$ cat config.mk
export PLATFORM = sky130hd
export DESIGN_NAME = irq_route_engine
export DESIGN_NICKNAME = d
export VERILOG_FILES = /design/src/rtl/irq_route_pkg.sv /design/src/rtl/irq_pin_latch.sv /design/src/rtl/irq_pick.sv /design/src/rtl/irq_msg_out.sv /design/src/rtl/irq_route_engine.sv
export SDC_FILE = /design/constraint.sdc
export NUM_CORES = 1
export LEC_CHECK = 0
export ABC_AREA = 0
export CORE_AREA = 2 2 628 630
export CTS_CLUSTER_DIAMETER = 200
export DETAILED_ROUTE_END_ITERATION = 10
export DIE_AREA = 0 0 630 632
export GPL_TIMING_DRIVEN = 0
export PLACE_DENSITY = 0.31
export SYNTH_ARGS = -nofsm -noshare
export SYNTH_HDL_FRONTEND = slang
export SYNTH_SLANG_ARGS = --single-unit
$ cat constraint.sdc
create_clock -name clk -period 6.54 [get_ports clk]
set_clock_uncertainty 0.2 [all_clocks]
set_input_delay 1.635 -clock clk [delete_from_list [all_inputs] [get_ports clk]]
set_output_delay 1.635 -clock clk [all_outputs]
set_load 0.1 [all_outputs]
$ cat src/rtl/irq_route_pkg.sv
package irq_route_pkg;

  localparam int ENTRY_W      = 64;

  // redirection entry layout
  localparam int VEC_LSB      = 0;
  localparam int VEC_W        = 8;
  localparam int DLV_LSB      = 8;
  localparam int DLV_W        = 3;
  localparam int DMODE_BIT    = 11;
  localparam int RIRR_BIT     = 14;
  localparam int TRIG_BIT     = 15;
  localparam int MASK_BIT     = 16;
  localparam int DEST_LSB     = 48;
  localparam int DEST_W       = 16;

  // message layout
  localparam logic [31:0] MSG_ADDR_BASE = 32'hFEE0_0000;
  localparam int ADDR_DEST_SH  = 4;
  localparam int ADDR_DMODE_SH = 2;
  localparam int DATA_VEC_SH   = 0;
  localparam int DATA_DLV_SH   = 8;
  localparam int DATA_TRIG_SH  = 15;

  function automatic logic [31:0] build_addr(input logic [ENTRY_W-1:0] ent);
    logic [31:0] a;
    a = MSG_ADDR_BASE;
    a = a | (32'(ent[DEST_LSB +: DEST_W]) << ADDR_DEST_SH);
    a = a | (32'(ent[DMODE_BIT]) << ADDR_DMODE_SH);
    return a;
  endfunction

  function automatic logic [31:0] build_data(input logic [ENTRY_W-1:0] ent);
    logic [31:0] d;
    d = 32'(ent[VEC_LSB +: VEC_W]) << DATA_VEC_SH;
    d = d | (32'(ent[DLV_LSB +: DLV_W]) << DATA_DLV_SH);
    d = d | (32'(ent[TRIG_BIT]) << DATA_TRIG_SH);
    return d;
  endfunction

endpackage

$ cat src/rtl/irq_pin_latch.sv
module irq_pin_latch #(
  parameter int NPINS = 24,
  parameter int IDX_W = 5
) (
  input  logic             clk,
  input  logic             rst_n,
  input  logic             req_valid,
  input  logic [IDX_W-1:0] req_pin,
  input  logic             req_level,
  input  logic [NPINS-1:0] trig_v,
  input  logic [NPINS-1:0] mask_v,
  input  logic             retire_valid,
  input  logic [IDX_W-1:0] retire_pin,
  input  logic             retire_edge,
  output logic [NPINS-1:0] pend,
  output logic [NPINS-1:0] set_v,
  output logic [NPINS-1:0] drop_v
);

  localparam logic [IDX_W-1:0] REDIR_FROM = '0;
  localparam logic [IDX_W-1:0] REDIR_TO   = IDX_W'(2);

  logic [IDX_W-1:0] tgt;
  logic             in_range;

  assign tgt      = (req_pin == REDIR_FROM) ? REDIR_TO : req_pin;
  assign in_range = ({1'b0, tgt} < (IDX_W+1)'(NPINS));

  for (genvar gi = 0; gi < NPINS; gi++) begin : g_pin
    logic hit, clr;
    assign hit        = req_valid && in_range && (tgt == IDX_W'(gi));
    assign set_v[gi]  = hit && req_level && (trig_v[gi] || !mask_v[gi]);
    assign drop_v[gi] = hit && !req_level && trig_v[gi];
    assign clr        = retire_valid && retire_edge && (retire_pin == IDX_W'(gi));

    always_ff @(posedge clk or negedge rst_n) begin
      if (!rst_n)            pend[gi] <= 1'b0;
      else if (set_v[gi])    pend[gi] <= 1'b1;
      else if (drop_v[gi] || clr) pend[gi] <= 1'b0;
    end
  end

  assert_far_pin_ignored_R2: assert property (@(posedge clk) disable iff (!rst_n)
    (req_valid && !in_range && !retire_valid) |=> $stable(pend));

  assert_masked_edge_drop_R3: assert property (@(posedge clk) disable iff (!rst_n)
    (req_valid && in_range && !trig_v[tgt] && mask_v[tgt] && !pend[tgt])
    |=> !pend[$past(tgt)]);

endmodule

$ cat src/rtl/irq_pick.sv
module irq_pick #(
  parameter int NPINS = 24,
  parameter int IDX_W = 5
) (
  input  logic             clk,
  input  logic             rst_n,
  input  logic [NPINS-1:0] elig,
  output logic             pick_valid,
  output logic [IDX_W-1:0] pick_idx
);

  logic [NPINS:0]   seen;
  logic [NPINS-1:0] first;

  assign seen[0] = 1'b0;
  for (genvar gi = 0; gi < NPINS; gi++) begin : g_chain
    assign seen[gi+1] = seen[gi] | elig[gi];
    assign first[gi]  = elig[gi] & ~seen[gi];
  end

  assign pick_valid = seen[NPINS];

  always_comb begin
    pick_idx = '0;
    for (int k = 0; k < NPINS; k++) begin
      if (first[k]) pick_idx = pick_idx | IDX_W'(k);
    end
  end

  assert_single_winner_R10: assert property (@(posedge clk) disable iff (!rst_n)
    $onehot0(first));

  assert_lowest_first_R10: assert property (@(posedge clk) disable iff (!rst_n)
    pick_valid |-> (elig[pick_idx] &&
      ((elig & ((NPINS'(1) << pick_idx) - NPINS'(1))) == '0)));

endmodule

$ cat src/rtl/irq_msg_out.sv
module irq_msg_out #(
  parameter int IDX_W = 5
) (
  input  logic             clk,
  input  logic             rst_n,
  input  logic             load_valid,
  input  logic [IDX_W-1:0] load_pin,
  input  logic             load_level,
  input  logic [31:0]      load_addr,
  input  logic [31:0]      load_data,
  input  logic             msg_ready,
  output logic             msg_valid,
  output logic [31:0]      msg_addr,
  output logic [31:0]      msg_data,
  output logic [IDX_W-1:0] held_pin,
  output logic             held_level,
  output logic             take,
  output logic             accept
);

  assign take   = !msg_valid || msg_ready;
  assign accept = msg_valid && msg_ready;

  always_ff @(posedge clk or negedge rst_n) begin
    if (!rst_n) begin
      msg_valid  <= 1'b0;
      msg_addr   <= '0;
      msg_data   <= '0;
      held_pin   <= '0;
      held_level <= 1'b0;
    end else if (take) begin
      msg_valid <= load_valid;
      if (load_valid) begin
        msg_addr   <= load_addr;
        msg_data   <= load_data;
        held_pin   <= load_pin;
        held_level <= load_level;
      end
    end
  end

  assert_hold_stable_R11: assert property (@(posedge clk) disable iff (!rst_n)
    (msg_valid && !msg_ready) |=> (msg_valid && $stable(msg_addr) && $stable(msg_data)));

endmodule

$ cat src/rtl/irq_route_engine.sv
module irq_route_engine
  import irq_route_pkg::*;
#(
  parameter int NPINS = 24,
  localparam int IDX_W = $clog2(NPINS),
  localparam int TBL_W = NPINS * ENTRY_W
) (
  input  logic             clk,
  input  logic             rst_n,
  input  logic             req_valid,
  input  logic [IDX_W-1:0] req_pin,
  input  logic             req_level,
  input  logic [TBL_W-1:0] tbl_flat,
  output logic             msg_valid,
  output logic [31:0]      msg_addr,
  output logic [31:0]      msg_data,
  input  logic             msg_ready,
  output logic             rirr_set_valid,
  output logic [IDX_W-1:0] rirr_set_pin
);

  logic [NPINS-1:0][ENTRY_W-1:0] ent;
  logic [NPINS-1:0] trig_v, mask_v, rirr_v;
  logic [NPINS-1:0] pend, set_v, drop_v, retire_oh, elig;
  logic             pick_valid;
  logic [IDX_W-1:0] pick_idx;
  logic [ENTRY_W-1:0] ent_sel;
  logic [IDX_W-1:0] held_pin;
  logic             held_level, take, accept;

  assign ent = tbl_flat;

  for (genvar gi = 0; gi < NPINS; gi++) begin : g_fields
    assign trig_v[gi]    = ent[gi][TRIG_BIT];
    assign mask_v[gi]    = ent[gi][MASK_BIT];
    assign rirr_v[gi]    = ent[gi][RIRR_BIT];
    assign retire_oh[gi] = accept && (held_pin == IDX_W'(gi));
  end

  // deliverable: pending, unmasked, and for level pins no outstanding remote-IRR
  assign elig = pend & ~mask_v & (~trig_v | ~rirr_v) & ~retire_oh;

  irq_pin_latch #(.NPINS(NPINS), .IDX_W(IDX_W)) latch_i (
    .clk(clk), .rst_n(rst_n),
    .req_valid(req_valid), .req_pin(req_pin), .req_level(req_level),
    .trig_v(trig_v), .mask_v(mask_v),
    .retire_valid(accept), .retire_pin(held_pin), .retire_edge(!held_level),
    .pend(pend), .set_v(set_v), .drop_v(drop_v)
  );

  irq_pick #(.NPINS(NPINS), .IDX_W(IDX_W)) pick_i (
    .clk(clk), .rst_n(rst_n), .elig(elig),
    .pick_valid(pick_valid), .pick_idx(pick_idx)
  );

  assign ent_sel = ({1'b0, pick_idx} < (IDX_W+1)'(NPINS)) ? ent[pick_idx] : '0;

  irq_msg_out #(.IDX_W(IDX_W)) out_i (
    .clk(clk), .rst_n(rst_n),
    .load_valid(pick_valid), .load_pin(pick_idx), .load_level(ent_sel[TRIG_BIT]),
    .load_addr(build_addr(ent_sel)), .load_data(build_data(ent_sel)),
    .msg_ready(msg_ready),
    .msg_valid(msg_valid), .msg_addr(msg_addr), .msg_data(msg_data),
    .held_pin(held_pin), .held_level(held_level), .take(take), .accept(accept)
  );

  assign rirr_set_valid = accept && held_level;
  assign rirr_set_pin   = held_pin;

  assert_edge_retire_R4: assert property (@(posedge clk) disable iff (!rst_n)
    (accept && !held_level && !set_v[held_pin]) |=> !pend[$past(held_pin)]);

  assert_level_stays_R6: assert property (@(posedge clk) disable iff (!rst_n)
    (rirr_set_valid && !drop_v[rirr_set_pin]) |=> pend[$past(rirr_set_pin)]);

  assert_load_only_when_free_R11: assert property (@(posedge clk) disable iff (!rst_n)
    (msg_valid && !take) |=> msg_valid);

endmodule

==> impl_metrics.csv <==
group,metric,value,unit
setup_path,worstPathMaxFanout,10,
place,preCtsSetupSlack,-2.38,ns
clock_tree,cts.reportedPaths.clkPinSlew,0.08,ns
clock_tree,h-tree-depth,3,
setup_path,crit_slowest_cell,"o211ai_1",
final_layout,drive_gt1_frac,0.123,
timing,tightest_slew,1.39,ns
timing,setup_slack,-0.0882,ns
power,max-vdd-ir-drop,0.250,mV
grt,grt_pass1_wl,240,mm
routing,firstDrtPassIters,5,
routing,viasPerCell,2.22,
timing,fmax,151,MHz
clock_tree,cts_tree,"done",
setup_path,arrival,6.66,ns
timing,fin_crit_sh,1.01,
timing,final-setup-viol-count,1,
setup_path,crit_path_max_incr_delay,0.97,ns
final_layout,syn2layout_area_growth,153,%
clock_tree,clk-insertion-delay-late,0.41,ns
grt,grt_max_degree,43,
grt,grt_remaining_overflow,0,
routing,wire_per_inst,26.8,µm
power,power.leakage,8.39,nW
final_layout,fin_area,27200,µm²
synth,synth_seq_cells,60,
worst_hold_path,hold_class,"reg -> reg",
synth,synth_seq_area_share,0.140,
clock_tree,root_buffer,"clkbuf_16",
setup_path,startpoint_type,"primary input",
routing,wirelength,205,mm
setup_path,worstPathRequired,6.58,ns
synth,syn_area,10700,µm²
place,numPortBuffers,798,
timing,finalHoldViolations,0,
setup_path,worstPathCellList,"clkdlybuf4s50_1 -> nand2_1 -> and3_1 -> or4b_1 -> a211o_1 -> or3_1 -> buf_2 -> o211a_1 -> buf_4 -> clkbuf_2 -> nand2_1 -> nand2_1 -> o211ai_1 -> a32oi_1",
run_status,outcome,"finished, violations left",
setup_path,critPathTopFamily,"compound AO/OA/AOI/OAI gates",
routing,vias,17000,
place,placed_area,25800,µm²
synth,synth_cells,1526,
place,hpwl,188,mm
timing,drv_slew,0,
synth,synth_flop_cell,"dfrtp_1",
clock_tree,cts_buffers,9,
setup_path,crit_path_frequent_cell,"nand2_1",
setup_path,critPathBufInv,4,
clock_tree,cts.sinks,60,
final_layout,post_layout_nonfiller_instances,7649,
synth,synth_cell_type_count,73,
run_status,failed_checks,"setup timing",
clock_tree,cts_buffer_depth,2,
timing,max_slew_margin,0.0732,
synth,avgSynthCellArea,7.03,µm²
final_layout,nets,3937,
timing,period_needed,6.63,ns
power,p_per_area,519,nW/µm²
floorplanning,io_pins,1617,
synth,yosys_warnings,0,
floorplanning,start_util,0.0274,
floorplanning,fp.dieArea,398000,µm²
grt,track_usage,0.0991,
routing,drtIter0Drc,1101,
setup_path,end_kind,"register",
job,cap_violations,0,
routing,drcViolationCount,0,
final_layout,fillers,46200,
grt,antenna_found_initial,201,
routing,ant_nets,0,
floorplanning,dieHeight,632,µm
timing,rsz0062_at_grt,"no",
setup_path,criticalPathCategory,"in -> reg",
floorplanning,dieWidth,630,µm
floorplanning,rows,230,
floorplanning,core-area,391000,µm²
place,gp_congestion,0.784,
synth,synth_edf_count,0,
grt,grt_pass1_vias,16900,
place,dp_cells,7602,
synth,async_flop_share,1.00,
timing,fin_setup_tns,-0.0882,ns
==> synth_stat cells (all sizes together) (21+ instances only) <==
cell type / instances / area [µm²]
nand3: 76 / 380
buf: 85 / 519
and2: 33 / 206
o211ai: 62 / 470
mux2i: 232 / 2320
dfrtp: 60 / 1500
a211oi: 31 / 233
o221ai: 34 / 298
clkbuf: 82 / 313
a31oi: 21 / 131
a21oi: 96 / 480
a221oi: 33 / 289
a32oi: 26 / 228
inv: 22 / 82.6
o21ai: 103 / 515
nor2: 22 / 82.6
nand2: 317 / 1190
==> metrics by stage <==
| step | hold WS [ns] | utilization | power [mW] |
|---|---|---|---|
| finish | 0.303 | 0.0695 | 14.1 |
| global route | 0.333 | 0.0693 | 14.9 |
| CTS | 0.303 | 0.0688 | 14.6 |
| detailed placement | 0.284 | 0.0660 | 13.3 |
| global placement | 0.281 | 0.0647 | 12.9 |
| floorplan | 0.265 | - | 5.73 |
==> layout make-up <==
type | count | area, µm² | area share
Antenna cell | 34 | 85.1 | 0.00313
Clock inverter | 4 | 73.8 | 0.00271
Sequential cell | 60 | 1500 | 0.0552
Timing Repair Buffer | 833 | 8390 | 0.309
Clock buffer | 11 | 243 | 0.00893
Multi-Input combinational cell | 1301 | 9320 | 0.343
Buffer | 164 | 967 | 0.0356
Inverter | 22 | 82.6 | 0.00304
Tap cell | 5220 | 6530 | 0.240
==> worst reg2reg max path, cell delays in order, from the launching register on <==
cell       delay [ns]
dfrtp_1          0.34
buf_2            0.25
clkbuf_1         0.49
clkbuf_1         0.63
a2111oi_0        0.19
o32ai_1          0.53
a311oi_1         0.33
o221a_4          0.43
clkbuf_1         0.60
a31oi_2          0.65
a22oi_1          0.17
o211ai_1         0.85
a31oi_1          0.16
==> power by group <==
group | internal (mW) | switching, mW
Clock | 0.343 | 0.265
Combinational | 3.45 | 9.26
Sequential | 0.530 | 0.266
==> state kept, by name, summed over array words and instances, names as in the netlist <==
name / count
latch_i.pend: 24
out_i.msg_data: 11
out_i.msg_valid: 1
out_i.held_pin: 5
out_i.msg_addr: 18
out_i.held_level: 1
==> kinds of logic (layout without fill, tap and decap cells) <==
| kind of cell | Yosys count | after routing | share of synthesized area |
|---|---|---|---|
| other cells | 1 | 59 | 0.000350 |
| mux | 234 | 234 | 0.219 |
| buf+inv | 189 | 1034 | 0.0853 |
| simple gates | 548 | 548 | 0.236 |
| compound gates | 494 | 494 | 0.320 |
| flops | 60 | 60 | 0.140 |
==> metal layers <==
layer  routed length (µm)  global-route usage  vias up
li1                     -                   -     7514
met1                77500               0.110     8158
met2               108000               0.189      944
met3                14800              0.0271      287
met4                 4000              0.0154       68
met5                  412                   0        -
==> cells in the final DEF (no fill, tap or decap), types with 19 or more instances in the layout <==
cell type / netlist / layout
clkbuf_2: 1 / 23
nand3_1: 76 / 74
and3_1: 19 / 19
clkbuf_1: 80 / 46
o21ai_0: 100 / 76
o221ai_1: 34 / 27
nand2_1: 317 / 316
mux2i_4: 0 / 22
o211ai_1: 61 / 61
buf_4: 44 / 62
a211oi_1: 31 / 28
a21oi_1: 96 / 81
buf_6: 0 / 26
clkdlybuf4s50_1: 0 / 791
a31oi_1: 21 / 20
and2_1: 32 / 32
mux2i_1: 232 / 183
buf_2: 28 / 21
a32oi_1: 26 / 26
dfrtp_1: 60 / 60
mux2i_2: 0 / 27
inv_1: 22 / 22
conb_1: 1 / 25
a221oi_1: 33 / 22
diode_2: 0 / 34
==> path summary, 6_finish.rpt <==
kind | start | end | slack, ns | cells after the start
hold reg to reg | latch_i.pend[9] | latch_i.pend[9] | 0.30 | 1
hold / removal | latch_i.pend[9] | latch_i.pend[9] | 0.30 | 1
min in group asynchronous | rst_n | out_i.msg_data[7] | 0.98 | 1
setup reg to reg | out_i.held_pin[0] | out_i.msg_data[5] | 0.55 | 12
setup / recovery | tbl_flat[591] | out_i.msg_addr[2] | -0.09 | 14
max in group asynchronous | rst_n | out_i.msg_valid | 4.51 | 2
==> timing repair <==
action,4_1_cts,5_1_grt
setup buffers,1,0
setup endpoints to repair,35,29
pin swaps,8,5
resized for setup,178,48
hold buffers,0,0
Power figures use the tool's default switching activity.
